`src/rtl/ptb_pkg.sv`:
```
package ptb_pkg;
  localparam int CNT_W  = 10;
  localparam int BUS_W  = 8;
  localparam int HI_W   = CNT_W - BUS_W;
  localparam int PSC_W  = 6;

  typedef enum logic [1:0] {
    DIV_2  = 2'b00,
    DIV_8  = 2'b01,
    DIV_32 = 2'b10,
    DIV_64 = 2'b11
  } psc_ratio_e;

  // terminal value of the prescaler phase counter for each ratio
  function automatic logic [PSC_W-1:0] div_limit(input logic [1:0] sel);
    logic [PSC_W-1:0] lim;
    unique case (psc_ratio_e'(sel))
      DIV_2:   lim = PSC_W'(1);
      DIV_8:   lim = PSC_W'(7);
      DIV_32:  lim = PSC_W'(31);
      default: lim = PSC_W'(63);
    endcase
    return lim;
  endfunction
endpackage

```
`src/rtl/ptb_rst_sync.sv`:
```
module ptb_rst_sync #(
  parameter int STAGES = 2
) (
  input  logic clk,
  input  logic rst_n,
  output logic rst_sync_n
);
  logic [STAGES-1:0] sync_q;

  always_ff @(posedge clk or negedge rst_n) begin
    if (!rst_n) sync_q <= '0;
    else        sync_q <= {sync_q[STAGES-2:0], 1'b1};
  end

  assign rst_sync_n = sync_q[STAGES-1];
endmodule

```
`src/rtl/ptb_prescaler.sv`:
```
module ptb_prescaler
  import ptb_pkg::*;
(
  input  logic       clk,
  input  logic       rst_n,
  input  logic       en,
  input  logic [1:0] sel,
  output logic       tick
);
  logic [PSC_W-1:0] phase_q, phase_d;
  logic [PSC_W-1:0] lim;

  always_comb begin
    lim     = div_limit(sel);
    tick    = en && (phase_q >= lim);
    phase_d = phase_q;
    if (en) phase_d = tick ? '0 : phase_q + 1'b1;
  end

  always_ff @(posedge clk or negedge rst_n) begin
    if (!rst_n) phase_q <= '0;
    else        phase_q <= phase_d;
  end

  // smallest ratio is 1:2, so ticks never land on adjacent cycles
  p_tick_gap_r2: assert property (@(posedge clk) disable iff (!rst_n)
    tick |=> !tick);
  p_phase_hold_r7: assert property (@(posedge clk) disable iff (!rst_n)
    !en |=> $stable(phase_q));
endmodule

```
`src/rtl/ptb_period_reg.sv`:
```
module ptb_period_reg
  import ptb_pkg::*;
(
  input  logic             clk,
  input  logic             rst_n,
  input  logic             we,
  input  logic             hi_sel,
  input  logic [BUS_W-1:0] wdata,
  output logic [CNT_W-1:0] period
);
  logic [BUS_W-1:0] lo_q, lo_d;
  logic [HI_W-1:0]  hi_q, hi_d;

  always_comb begin
    lo_d = lo_q;
    hi_d = hi_q;
    if (we) begin
      if (hi_sel) hi_d = wdata[HI_W-1:0];
      else        lo_d = wdata;
    end
  end

  always_ff @(posedge clk or negedge rst_n) begin
    if (!rst_n) begin
      lo_q <= '0;
      hi_q <= '0;
    end else begin
      lo_q <= lo_d;
      hi_q <= hi_d;
    end
  end

  assign period = {hi_q, lo_q};

  p_hi_keeps_lo_r9: assert property (@(posedge clk) disable iff (!rst_n)
    (we && hi_sel) |=> period[BUS_W-1:0] == $past(period[BUS_W-1:0]));
  p_lo_keeps_hi_r9: assert property (@(posedge clk) disable iff (!rst_n)
    (we && !hi_sel) |=> period[CNT_W-1:BUS_W] == $past(period[CNT_W-1:BUS_W]));
endmodule

```
`src/rtl/ptb_counter.sv`:
```
module ptb_counter
  import ptb_pkg::*;
(
  input  logic             clk,
  input  logic             rst_n,
  input  logic             tick,
  input  logic [CNT_W-1:0] period,
  output logic [CNT_W-1:0] cnt,
  output logic             match
);
  logic [CNT_W-1:0] cnt_q, cnt_d;

  always_comb begin
    match = tick && (cnt_q == period);
    cnt_d = cnt_q;
    if (match)     cnt_d = '0;
    else if (tick) cnt_d = cnt_q + 1'b1;
  end

  always_ff @(posedge clk or negedge rst_n) begin
    if (!rst_n) cnt_q <= '0;
    else        cnt_q <= cnt_d;
  end

  assign cnt = cnt_q;

  p_step_r1: assert property (@(posedge clk) disable iff (!rst_n)
    (tick && cnt_q != period) |=> cnt_q == $past(cnt_q) + 1'b1);
  p_idle_hold_r1: assert property (@(posedge clk) disable iff (!rst_n)
    !tick |=> $stable(cnt_q));
  p_wrap_zero_r3: assert property (@(posedge clk) disable iff (!rst_n)
    (tick && cnt_q == period) |=> cnt_q == '0);
endmodule

```
`src/rtl/ptb_flag.sv`:
```
module ptb_flag (
  input  logic clk,
  input  logic rst_n,
  input  logic set,
  input  logic clr,
  output logic flag
);
  logic flag_q, flag_d;

  always_comb begin
    flag_d = flag_q;
    if (set)      flag_d = 1'b1;
    else if (clr) flag_d = 1'b0;
  end

  always_ff @(posedge clk or negedge rst_n) begin
    if (!rst_n) flag_q <= 1'b0;
    else        flag_q <= flag_d;
  end

  assign flag = flag_q;

  p_set_wins_r6: assert property (@(posedge clk) disable iff (!rst_n)
    set |=> flag_q);
  p_sticky_r5: assert property (@(posedge clk) disable iff (!rst_n)
    (flag_q && !clr) |=> flag_q);
  p_clear_r5: assert property (@(posedge clk) disable iff (!rst_n)
    (clr && !set) |=> !flag_q);
endmodule

```
`src/rtl/pwm_timebase.sv`:
```
module pwm_timebase
  import ptb_pkg::*;
(
  input  logic             clk,
  input  logic             rst_n,
  input  logic             tmr_en,
  input  logic [1:0]       psc_sel,
  input  logic             prd_we,
  input  logic             prd_hi_sel,
  input  logic [BUS_W-1:0] prd_wdata,
  input  logic             flag_clr,
  output logic [CNT_W-1:0] cnt_o,
  output logic             match_flag
);
  logic             rst_sync_n;
  logic             tick;
  logic             match;
  logic [CNT_W-1:0] period;

  ptb_rst_sync #(.STAGES(2)) u_rst (
    .clk        (clk),
    .rst_n      (rst_n),
    .rst_sync_n (rst_sync_n)
  );

  ptb_prescaler u_psc (
    .clk   (clk),
    .rst_n (rst_sync_n),
    .en    (tmr_en),
    .sel   (psc_sel),
    .tick  (tick)
  );

  ptb_period_reg u_prd (
    .clk    (clk),
    .rst_n  (rst_sync_n),
    .we     (prd_we),
    .hi_sel (prd_hi_sel),
    .wdata  (prd_wdata),
    .period (period)
  );

  ptb_counter u_cnt (
    .clk    (clk),
    .rst_n  (rst_sync_n),
    .tick   (tick),
    .period (period),
    .cnt    (cnt_o),
    .match  (match)
  );

  ptb_flag u_flag (
    .clk   (clk),
    .rst_n (rst_sync_n),
    .set   (match),
    .clr   (flag_clr),
    .flag  (match_flag)
  );

  p_disabled_quiet_r7: assert property (@(posedge clk) disable iff (!rst_sync_n)
    (!tmr_en && !match_flag) |=> !match_flag);
  p_disabled_hold_r7: assert property (@(posedge clk) disable iff (!rst_sync_n)
    !tmr_en |=> $stable(cnt_o));
  p_match_zero_r4: assert property (@(posedge clk) disable iff (!rst_sync_n)
    match |=> (cnt_o == '0 && match_flag));
endmodule

```
`config.mk`:
```
export PLATFORM = sky130hd
export DESIGN_NAME = pwm_timebase
export DESIGN_NICKNAME = d
export VERILOG_FILES = /design/src/rtl/ptb_pkg.sv /design/src/rtl/ptb_rst_sync.sv /design/src/rtl/ptb_prescaler.sv /design/src/rtl/ptb_period_reg.sv /design/src/rtl/ptb_counter.sv /design/src/rtl/ptb_flag.sv /design/src/rtl/pwm_timebase.sv
export SDC_FILE = /design/constraint.sdc
export NUM_CORES = 1
export LEC_CHECK = 0
export BUFFER_PORTS_ARGS = -buffer_cell sky130_fd_sc_hd__buf_2
export CORE_MARGIN = 2
export CORE_UTILIZATION = 49
export CTS_CLUSTER_SIZE = 40
export DETAILED_ROUTE_END_ITERATION = 12
export GPL_TIMING_DRIVEN = 1
export PLACE_DENSITY = 0.7
export SYNTH_ARGS = -nofsm -noshare
export SYNTH_HDL_FRONTEND = slang
export SYNTH_SLANG_ARGS = --single-unit
```
`constraint.sdc`:
```
create_clock -name clk -period 0.85 [get_ports clk]
set_input_delay 0.085 -clock clk [delete_from_list [all_inputs] [get_ports clk]]
set_output_delay 0.085 -clock clk [all_outputs]
set_load 0.02 [all_outputs]
```
==> flow_metrics.py, run 1 <==
metrics = {
    "outcome": {
        "status": "complete, but fails checks",
        "failing_checks": "setup timing",
    },
    "pwr": {
        "pwr_density_cell_mw_per_mm2": 2180,
        "power.static_leakage_nw": 1.13,
        "vdd_ir_drop_max_mv": 1.25,
    },
    "synth": {
        "synth_instances": 143,
        "synth_area_mm2": 0.00152,
        "number_of_synthesized_flops_with_an_enable_pin": 0,
        "ys_ff_latch": 29,
        "yosys.cell_count.top_type": "dfrtp_1",
        "synth_top_cells_by_count": "dfrtp_1, mux2_2, nand2_1, xor2_1, nor2_1",
        "syn-mean-instance-area_um2": 10.6,
        "synth_top_cell_by_area": "dfrtp_1",
        "synth.net_count": 164,
        "synthArstFlopShare_pct": 100,
        "synth.top_cell.area_share_pct": 47.7,
        "synth_flop_type": "dfrtp_1",
        "seq_area_frac_synth_pct": 47.7,
        "ys.warnings.count": 0,
        "synth_cell_type_count": 39,
        "ys_top_cells_by_area": "dfrtp_1, mux2_2, xor2_1",
    },
    "cts": {
        "tritoncts": "yes",
        "cts_num_sinks": 29,
        "htree_num_levels": 2,
        "cts_root_buffer": "clkbuf_4",
        "worstSkewPairLatency_ps": 330,
        "clkTransAtPathRegs_ps": 110,
        "cts_max_path_buffers": 2,
        "cts-buffers-inserted": 5,
    },
    "job": {
        "total_of_max_cap_violations": 0,
    },
    "placed_design": {
        "place.gp.congestion": 0.799,
        "hpwlAfterDp_mm": 2.83,
        "postPlaceCellArea_mm2": 0.00203,
        "numPortBuffers": 26,
    },
    "cells_and_area": {
        "finish.utilization_pct": 78.9,
        "design_area_mm2": 0.00237,
        "final_net_count": 249,
        "areaGrowthSynthToFinish_pct": 55.8,
        "number_of_antenna_diodes": 0,
        "share_of_cells_above_drive_strength_1_pct": 47.2,
        "nFillCells": 187,
    },
    "setup_path": {
        "cp_num_buf_inv": 1,
        "worstSetupStartpointType": "flip-flop",
        "crit_required_ps": 1130,
        "arrival_ps": 2120,
        "cp_top_family": "simple AND/OR/NAND/NOR gates",
        "worst-setup-path-type": "reg2reg",
        "critical-path-max-stage-delay_ps": 410,
        "end_kind": "flip-flop",
        "cp_slowest_cell": "dfrtp_1",
        "path_cells": "ha_4 -> nand4_1 -> o32a_1 -> buf_6 -> or4_1 -> nand3_1",
        "worstPathMaxFanout": 7,
    },
    "global_route": {
        "antenna_found_initial": 0,
        "number_of_global_route_vias_before_repair": 1439,
        "gr-usage-all-layers_pct": 25.1,
        "grt_pass1_wl_mm": 6.47,
        "largest_net_degree_at_the_start_of_global_routing": 17,
        "grt-ovfl-total": 0,
    },
    "drt": {
        "route.detailed.vias_per_inst": 5.47,
        "wl_mm": 4.04,
        "vias": 1432,
        "dr.pass1.iters": 4,
        "detail-route-antenna-nets": 0,
        "drc_violations_left": 0,
        "number_of_drc_violations_after_detailed_routing_iteration_0": 89,
        "wire_per_inst_um": 15.4,
    },
    "die": {
        "die_y_um": 59.7,
        "core.rowCount": 20,
        "initial_core_util_pct": 50.6,
        "floorplan.io_pins": 27,
        "die-width_um": 59.7,
        "die_area_mm2": 0.00356,
        "core_mm2": 0.00300,
    },
    "sta": {
        "finalCriticalPeriod_ps": 1840,
        "skew_ps": 22.6,
        "setup_tns_ps": -17220,
        "finalHoldWorstSlack_ps": 14.5,
        "setup_viol_count_final": 28,
        "maxClockFrequency_mhz": 543,
        "report.final.hold_viol_count": 0,
        "maxSlewViolCount": 0,
        "period_utilisation_layout_pct": 217,
        "fin_ws_ps": -992,
        "grt_setup_unrepaired": "true",
    },
    "worst_hold_path": {
        "hold_path.class": "in2reg",
    },
}
-- metrics by stage --
stage | cells | power (mW) | setup WS [ps]
6_report | 262 | 5.16 | -992
5_1_grt | 262 | 5.49 | -1070
4_1_cts | 260 | 5.07 | -999
3_5_place_dp | 241 | 3.84 | -1070
3_3_place_gp | 241 | 3.73 | -1020
2_1_floorplan | 143 | 2.96 | -927
-- placed cells by master, fill, tap and decap left out, drive strengths merged, types with 6 or more instances in the layout --
cell type and count:
dlygate4sd3 8, nand3 6, nand2 11, dfrtp 29
mux2 11, xor2 11, buf 73, o21ai 6
clkbuf 8, nor2 11
-- metal layers --
metal	up-vias	track usage (%)	share of wire [%]
li1	691	-	-
met1	683	29.0	41
met2	43	42.4	51
met3	15	6.71	4.7
met4	0	12.7	3.0
met5	-	0	0
-- layout make-up --
type,instances,area [um2],share of cell area [%]
Clock buffer,8,58.8,2.48
Inverter,5,18.8,0.792
Multi-Input combinational cell,106,846,35.7
Sequential cell,29,731,30.9
Tap cell,33,41.3,1.74
Timing Repair Buffer,81,673,28.4
-- sequential cells by signal (all words and copies together), names as in the netlist --
name	flops
u_cnt.cnt	10
u_prd.lo_q	8
u_psc.phase_q	6
u_prd.hi_q	2
u_rst.sync_q	2
u_flag.flag	1
-- where the power goes --
part	internal, mW	leakage (nW)	total, mW	switching, mW
sequential	1.64	0.351	1.86	0.221
clock	0.408	0.0326	0.879	0.471
combinational	1.33	0.743	2.42	1.10
-- repair_timing --
| item | 4_1_cts | 5_1_grt |
|---|---|---|
| endpoints found under the hold margin | 9 | 0 |
| endpoints found under the setup margin | 28 | 28 |
| setup buffers | 3 | 2 |
| pin swaps | 6 | 0 |
| hold buffers | 8 | 0 |
| resized for setup | 42 | 3 |
-- kinds of logic after synthesis --
family | synth area share, %
AND/OR/NAND/NOR | 15.1
AO/OA/AOI/OAI | 14.5
flip-flops | 47.7
XOR/XNOR | 6.91
multiplexers | 8.81
buffers and inverters | 2.55
adder cells (fa/ha/maj) | 4.12
other | 0.247
-- worst paths after layout --
check                                 start  slack, ps               to  depth (start not counted)
min in group asynchronous             rst_n         80  u_rst.sync_q[1]                          2
hold / removal                 prd_wdata[0]         10    u_prd.lo_q[0]                          2
hold reg to reg             u_rst.sync_q[1]        190    u_prd.lo_q[7]                          1
setup / recovery           u_psc.phase_q[4]       -990     u_cnt.cnt[3]                          6
max in group asynchronous   u_rst.sync_q[1]        420     u_cnt.cnt[0]                          1
setup reg to reg           u_psc.phase_q[4]       -990     u_cnt.cnt[3]                          6
Power figures use the tool's default switching activity.
==> run 2, diff against run 1 <==
SETUP_SLACK_MARGIN = 0.15   (was not set)
==> flow_metrics.py, run 2 (synthesis results as in run 1) <==
metrics = {
    "sta": {
        "skew_ps": 15.7,
        "setup_tns_ps": -18800,
        "finalHoldWorstSlack_ps": -29.7,
        "maxClockFrequency_mhz": 536,
        "finalCriticalPeriod_ps": 1870,
        "setup_viol_count_final": 38,
        "grt_setup_unrepaired": "true",
        "maxSlewViolCount": 0,
        "report.final.hold_viol_count": 8,
        "fin_ws_ps": -1020,
        "period_utilisation_layout_pct": 220,
    },
    "setup_path": {
        "crit_required_ps": 1090,
        "path_cells": "ha_4 -> nand4_1 -> o32a_4 -> buf_4 -> a21o_1 -> a21o_1",
        "cp_top_family": "compound AO/OA/AOI/OAI gates",
        "arrival_ps": 2100,
        "worst-setup-path-type": "reg2reg",
        "path_common_cell": "a21o_1",
        "cp_num_buf_inv": 1,
        "end_kind": "flip-flop",
        "cp_slowest_cell": "dfrtp_1",
        "critical-path-max-stage-delay_ps": 430,
        "worstPathMaxFanout": 5,
        "worstSetupStartpointType": "flip-flop",
    },
    "cells_and_area": {
        "share_of_cells_above_drive_strength_1_pct": 54.4,
        "areaGrowthSynthToFinish_pct": 70.7,
        "final_net_count": 257,
        "layout.cells.non_filler": 270,
        "design_area_mm2": 0.00259,
        "largest_reg_flops": 10,
        "number_of_antenna_diodes": 0,
        "layout_common_cells": "buf_4, buf_6, dfrtp_1",
        "nFillCells": 144,
        "mostFrequentLayoutCell": "buf_4",
        "finish.utilization_pct": 86.4,
    },
    "global_route": {
        "grt-ovfl-total": 0,
        "gr-usage-all-layers_pct": 29.8,
        "largest_net_degree_at_the_start_of_global_routing": 28,
        "grt_pass1_wl_mm": 7.62,
        "antenna_found_initial": 0,
        "number_of_global_route_vias_before_repair": 1626,
    },
    "cts": {
        "cts_max_path_buffers": 2,
        "cts-buffers-inserted": 5,
        "htree_num_levels": 2,
        "worstSkewPairLatency_ps": 350,
        "tritoncts": "yes",
        "clkTransAtPathRegs_ps": 100,
        "cts_hold_repair.buffers": 2,
        "cts_num_sinks": 29,
        "cts_root_buffer": "clkbuf_4",
    },
    "outcome": {
        "failing_checks": "hold timing, setup timing",
        "status": "complete, but fails checks",
    },
    "die": {
        "die_area_mm2": 0.00356,
        "die_y_um": 59.7,
        "die-width_um": 59.7,
        "floorplan.io_pins": 27,
        "initial_core_util_pct": 50.6,
        "core_mm2": 0.00300,
        "core.rowCount": 20,
    },
    "pwr": {
        "clock_power_share_pct": 14.6,
        "power_frac_comb_pct": 53.3,
        "power.static_leakage_nw": 1.25,
        "sw_share_pct": 37.3,
        "pwr_density_cell_mw_per_mm2": 2280,
        "vdd_ir_drop_max_mv": 1.63,
        "netsw_mw": 2.20,
        "cell_internal_pwr_mw": 3.71,
        "power.sequential.fraction_pct": 32.1,
    },
    "drt": {
        "wire_per_inst_um": 19.5,
        "wl_mm": 5.27,
        "route.detailed.vias_per_inst": 5.94,
        "vias": 1605,
        "detail-route-antenna-nets": 0,
        "dr.pass1.iters": 4,
        "number_of_drc_violations_after_detailed_routing_iteration_0": 164,
        "drc_violations_left": 0,
    },
    "placed_design": {
        "placed_cells_incl_taps": 249,
        "postPlaceCellArea_mm2": 0.00216,
        "numPortBuffers": 26,
        "place.gp.congestion": 0.867,
        "hpwlAfterDp_mm": 2.79,
    },
    "worst_hold_path": {
        "hold_path.class": "in2reg",
    },
    "job": {
        "total_of_max_cap_violations": 0,
    },
}
## run 2: cell count changes in the layout (fill, tap and decap cells not counted), moves of 6 or more
cell | previous run | this run
mux2_4 | 0 | 10
buf_6 | 22 | 33
dlygate4sd3_1 | 8 | 2
mux2_2 | 11 | 1
## run 2: path summary, 6_finish.rpt
kind	from	endpoint	slack, ps	depth (start not counted)
worst max-delay path	u_psc.phase_q[3]	u_cnt.cnt[7]	-1020	6
worst min-delay path	prd_wdata[5]	u_prd.lo_q[5]	-30	2
worst max register to register	u_psc.phase_q[3]	u_cnt.cnt[7]	-1020	6
worst min register to register	u_rst.sync_q[1]	u_cnt.cnt[6]	190	1
max in group asynchronous	u_rst.sync_q[1]	u_cnt.cnt[7]	480	1
min in group asynchronous	rst_n	u_rst.sync_q[1]	40	2
## run 2: what timing repair did
| action | in CTS | in global routing |
|---|---|---|
| pin swaps | 8 | 3 |
| buffers inserted | 6 | 4 |
| endpoints found under the hold margin | 12 | 9 |
| gates resized for setup | 49 | 17 |
| cloned | 1 | 0 |
| endpoints found under the setup margin | 38 | 38 |
## run 2: layer usage
layer | global-route usage [%] | up-vias | routed length, um
met3 | 6.93 | 27 | 295
met5 | 0 | - | 0
met4 | 20.0 | 0 | 261
met2 | 49.5 | 93 | 2650
li1 | - | 702 | -
met1 | 33.7 | 783 | 2060
## run 2: metrics by stage
stage                     worst slack, ps  power, mW
after floorplan                      -927       3.01
after global placement               -992       3.89
after detailed placement            -1050       3.99
after CTS                            -914       5.40
after global routing                -1080       6.17
final                               -1020       5.91
## run 2: layout make-up
type	count	area (um2)	area share, %
multi-input combinational	107	977	37.7
sequential	29	731	28.2
clock buffer	7	45.0	1.74
timing repair buffer	88	777	29.9
clock inverter	1	5.00	0.193
inverter	5	18.8	0.723
tap	33	41.3	1.59
## run 2: power groups by stage
stage / logic (mW) / registers, mW / clock network, mW
final: 3.15 / 1.90 / 0.863
after global routing: 3.32 / 1.92 / 0.935
after CTS: 2.69 / 1.87 / 0.836
after detailed placement: 2.13 / 1.87 / 0
after global placement: 2.04 / 1.85 / 0
after floorplan: 0.999 / 2.02 / 0
## run 2: worst reg2reg max path, delay by kind of cell, from the launching register on
kind / cells / cell delay, ps
compound gates: 3 / 730
flops: 1 / 430
fa+ha+maj: 1 / 280
simple gates: 1 / 160
buf+inv: 1 / 150
==> run 3, diff against run 2 <==
CTS_CLUSTER_SIZE = 8   (was 40)
SKIP_CTS_REPAIR_TIMING = 1   (was not set)
==> flow_metrics.py, run 3 (synthesis results as in run 1) <==
metrics = {
    "setup_path": {
        "worstPathMaxFanout": 6,
        "worstSetupStartpointType": "flip-flop",
        "crit_required_ps": 1070,
        "cp_top_family": "compound AO/OA/AOI/OAI gates",
        "critical-path-max-stage-delay_ps": 430,
        "path_cells": "buf_6 -> and3_1 -> nand4_1 -> o21ai_0 -> o41ai_2 -> a22o_1",
        "cp_slowest_cell": "dfrtp_1",
        "cp_num_buf_inv": 1,
        "end_kind": "flip-flop",
        "arrival_ps": 2080,
        "worst-setup-path-type": "reg2reg",
    },
    "outcome": {
        "failing_checks": "hold timing, setup timing",
        "status": "complete, but fails checks",
    },
    "sta": {
        "period_utilisation_layout_pct": 219,
        "skew_ps": 20.9,
        "maxClockFrequency_mhz": 537,
        "fin_ws_ps": -1010,
        "setup_viol_count_final": 38,
        "finalHoldWorstSlack_ps": -21.3,
        "grt_setup_unrepaired": "true",
        "report.final.hold_viol_count": 8,
        "finalCriticalPeriod_ps": 1860,
        "maxSlewViolCount": 0,
    },
    "cts": {
        "clkTransAtPathRegs_ps": 110,
        "tritoncts": "yes",
        "cts_num_sinks": 29,
        "htree_num_levels": 2,
        "cts_max_path_buffers": 2,
        "worstSkewPairLatency_ps": 350,
        "cts-buffers-inserted": 5,
        "cts_root_buffer": "clkbuf_4",
    },
    "global_route": {
        "number_of_global_route_vias_before_repair": 1354,
        "grt_pass1_wl_mm": 6.04,
        "antenna_found_initial": 0,
        "use_met3_pct": 5.63,
        "met2_usage_pct": 36.2,
        "grt.busiest_layer": "met2",
        "grt-ovfl-total": 0,
        "grtUsageMet1_pct": 30.0,
        "largest_net_degree_at_the_start_of_global_routing": 28,
        "gr-usage-all-layers_pct": 23.4,
    },
    "placed_design": {
        "numPortBuffers": 26,
        "pre_cts_slack_ps": -1050,
        "hpwlAfterDp_mm": 2.79,
        "place.gp.congestion": 0.867,
        "placed_cells_incl_taps": 249,
    },
    "cells_and_area": {
        "largest_reg_flops": 10,
        "layout_common_cells": "buf_4, buf_6, dfrtp_1",
        "final_net_count": 250,
        "share_of_cells_above_drive_strength_1_pct": 50.9,
        "layout.cells.non_filler": 263,
        "areaGrowthSynthToFinish_pct": 62.7,
        "nFillCells": 171,
        "multi_input_area_um2": 920,
        "storage_cell_area_um2": 731,
        "mostFrequentLayoutCell": "buf_4",
        "number_of_antenna_diodes": 0,
    },
    "drt": {
        "detail-route-antenna-nets": 0,
        "vias": 1525,
        "route.detailed.vias_per_inst": 5.80,
        "wl_mm": 4.55,
        "number_of_drc_violations_after_detailed_routing_iteration_0": 150,
        "dr.pass1.iters": 4,
        "drc_violations_left": 0,
        "wire_per_inst_um": 17.3,
    },
    "die": {
        "core.rowCount": 20,
        "core_mm2": 0.00300,
        "die_y_um": 59.7,
        "die-width_um": 59.7,
        "initial_core_util_pct": 50.6,
        "die_area_mm2": 0.00356,
        "floorplan.io_pins": 27,
    },
    "pwr": {
        "power.static_leakage_nw": 1.21,
        "vdd_ir_drop_max_mv": 1.62,
        "pwr_density_cell_mw_per_mm2": 2180,
    },
    "job": {
        "total_of_max_cap_violations": 0,
    },
    "worst_hold_path": {
        "hold_path.class": "in2reg",
    },
}
==> run 3: cell count changes in the layout (fill, tap and decap cells not counted), moves of 2 or more <==
cell	delta
buf_6	-3
buf_4	-4
a21oi_2	+2
a21oi_4	-2
==> run 3: stage by stage <==
step | area, um2 | total power, mW | setup TNS, ps | util (%)
4_1_cts | 2210 | 4.82 | -19160 | 73.5
5_1_grt | 2470 | 5.74 | -20130 | 82.4
3_5_place_dp | 2160 | 3.99 | -15520 | 71.8
2_1_floorplan | 1620 | 3.01 | -12560 | -
6_report | 2470 | 5.40 | -18260 | 82.4
3_3_place_gp | 2160 | 3.89 | -14630 | 71.8
==> run 3: worst reg2reg max path: cells and delay by family, from the launching register on <==
family / cells / cell delay (ps)
AO/OA/AOI/OAI: 3 / 650
buffers and inverters: 1 / 150
flip-flops: 1 / 430
AND/OR/NAND/NOR: 2 / 510
==> run 3: routing by layer <==
metal  up-vias  part of all wire [%]
li1        694                     -
met1       741                    42
met2        66                    49
met3        24                   5.1
met4         0                   4.3
met5         -                     0
==> run 3: layout make-up <==
class	count	area share, %
Clock inverter	1	0.202
Multi-Input combinational cell	107	37.2
Tap cell	33	1.67
Inverter	5	0.759
Clock buffer	7	1.82
Sequential cell	29	29.5
Timing Repair Buffer	81	28.8
==> run 3: final timing paths <==
kind	from	endpoint	slack, ps	cells after the start
worst min-delay path	prd_wdata[5]	u_prd.lo_q[5]	-20	2
worst max-delay path	u_cnt.cnt[3]	u_cnt.cnt[9]	-1010	6
worst min register to register	u_rst.sync_q[1]	u_cnt.cnt[6]	200	1
max in group asynchronous	u_rst.sync_q[1]	u_cnt.cnt[7]	460	1
worst max register to register	u_cnt.cnt[3]	u_cnt.cnt[9]	-1010	6
min in group asynchronous	rst_n	u_rst.sync_q[1]	50	2
==> run 3: power by group <==
group,total (mW),internal (mW),switching [mW]
clock network,0.828,0.322,0.506
registers,1.87,1.64,0.229
logic,2.71,1.51,1.20
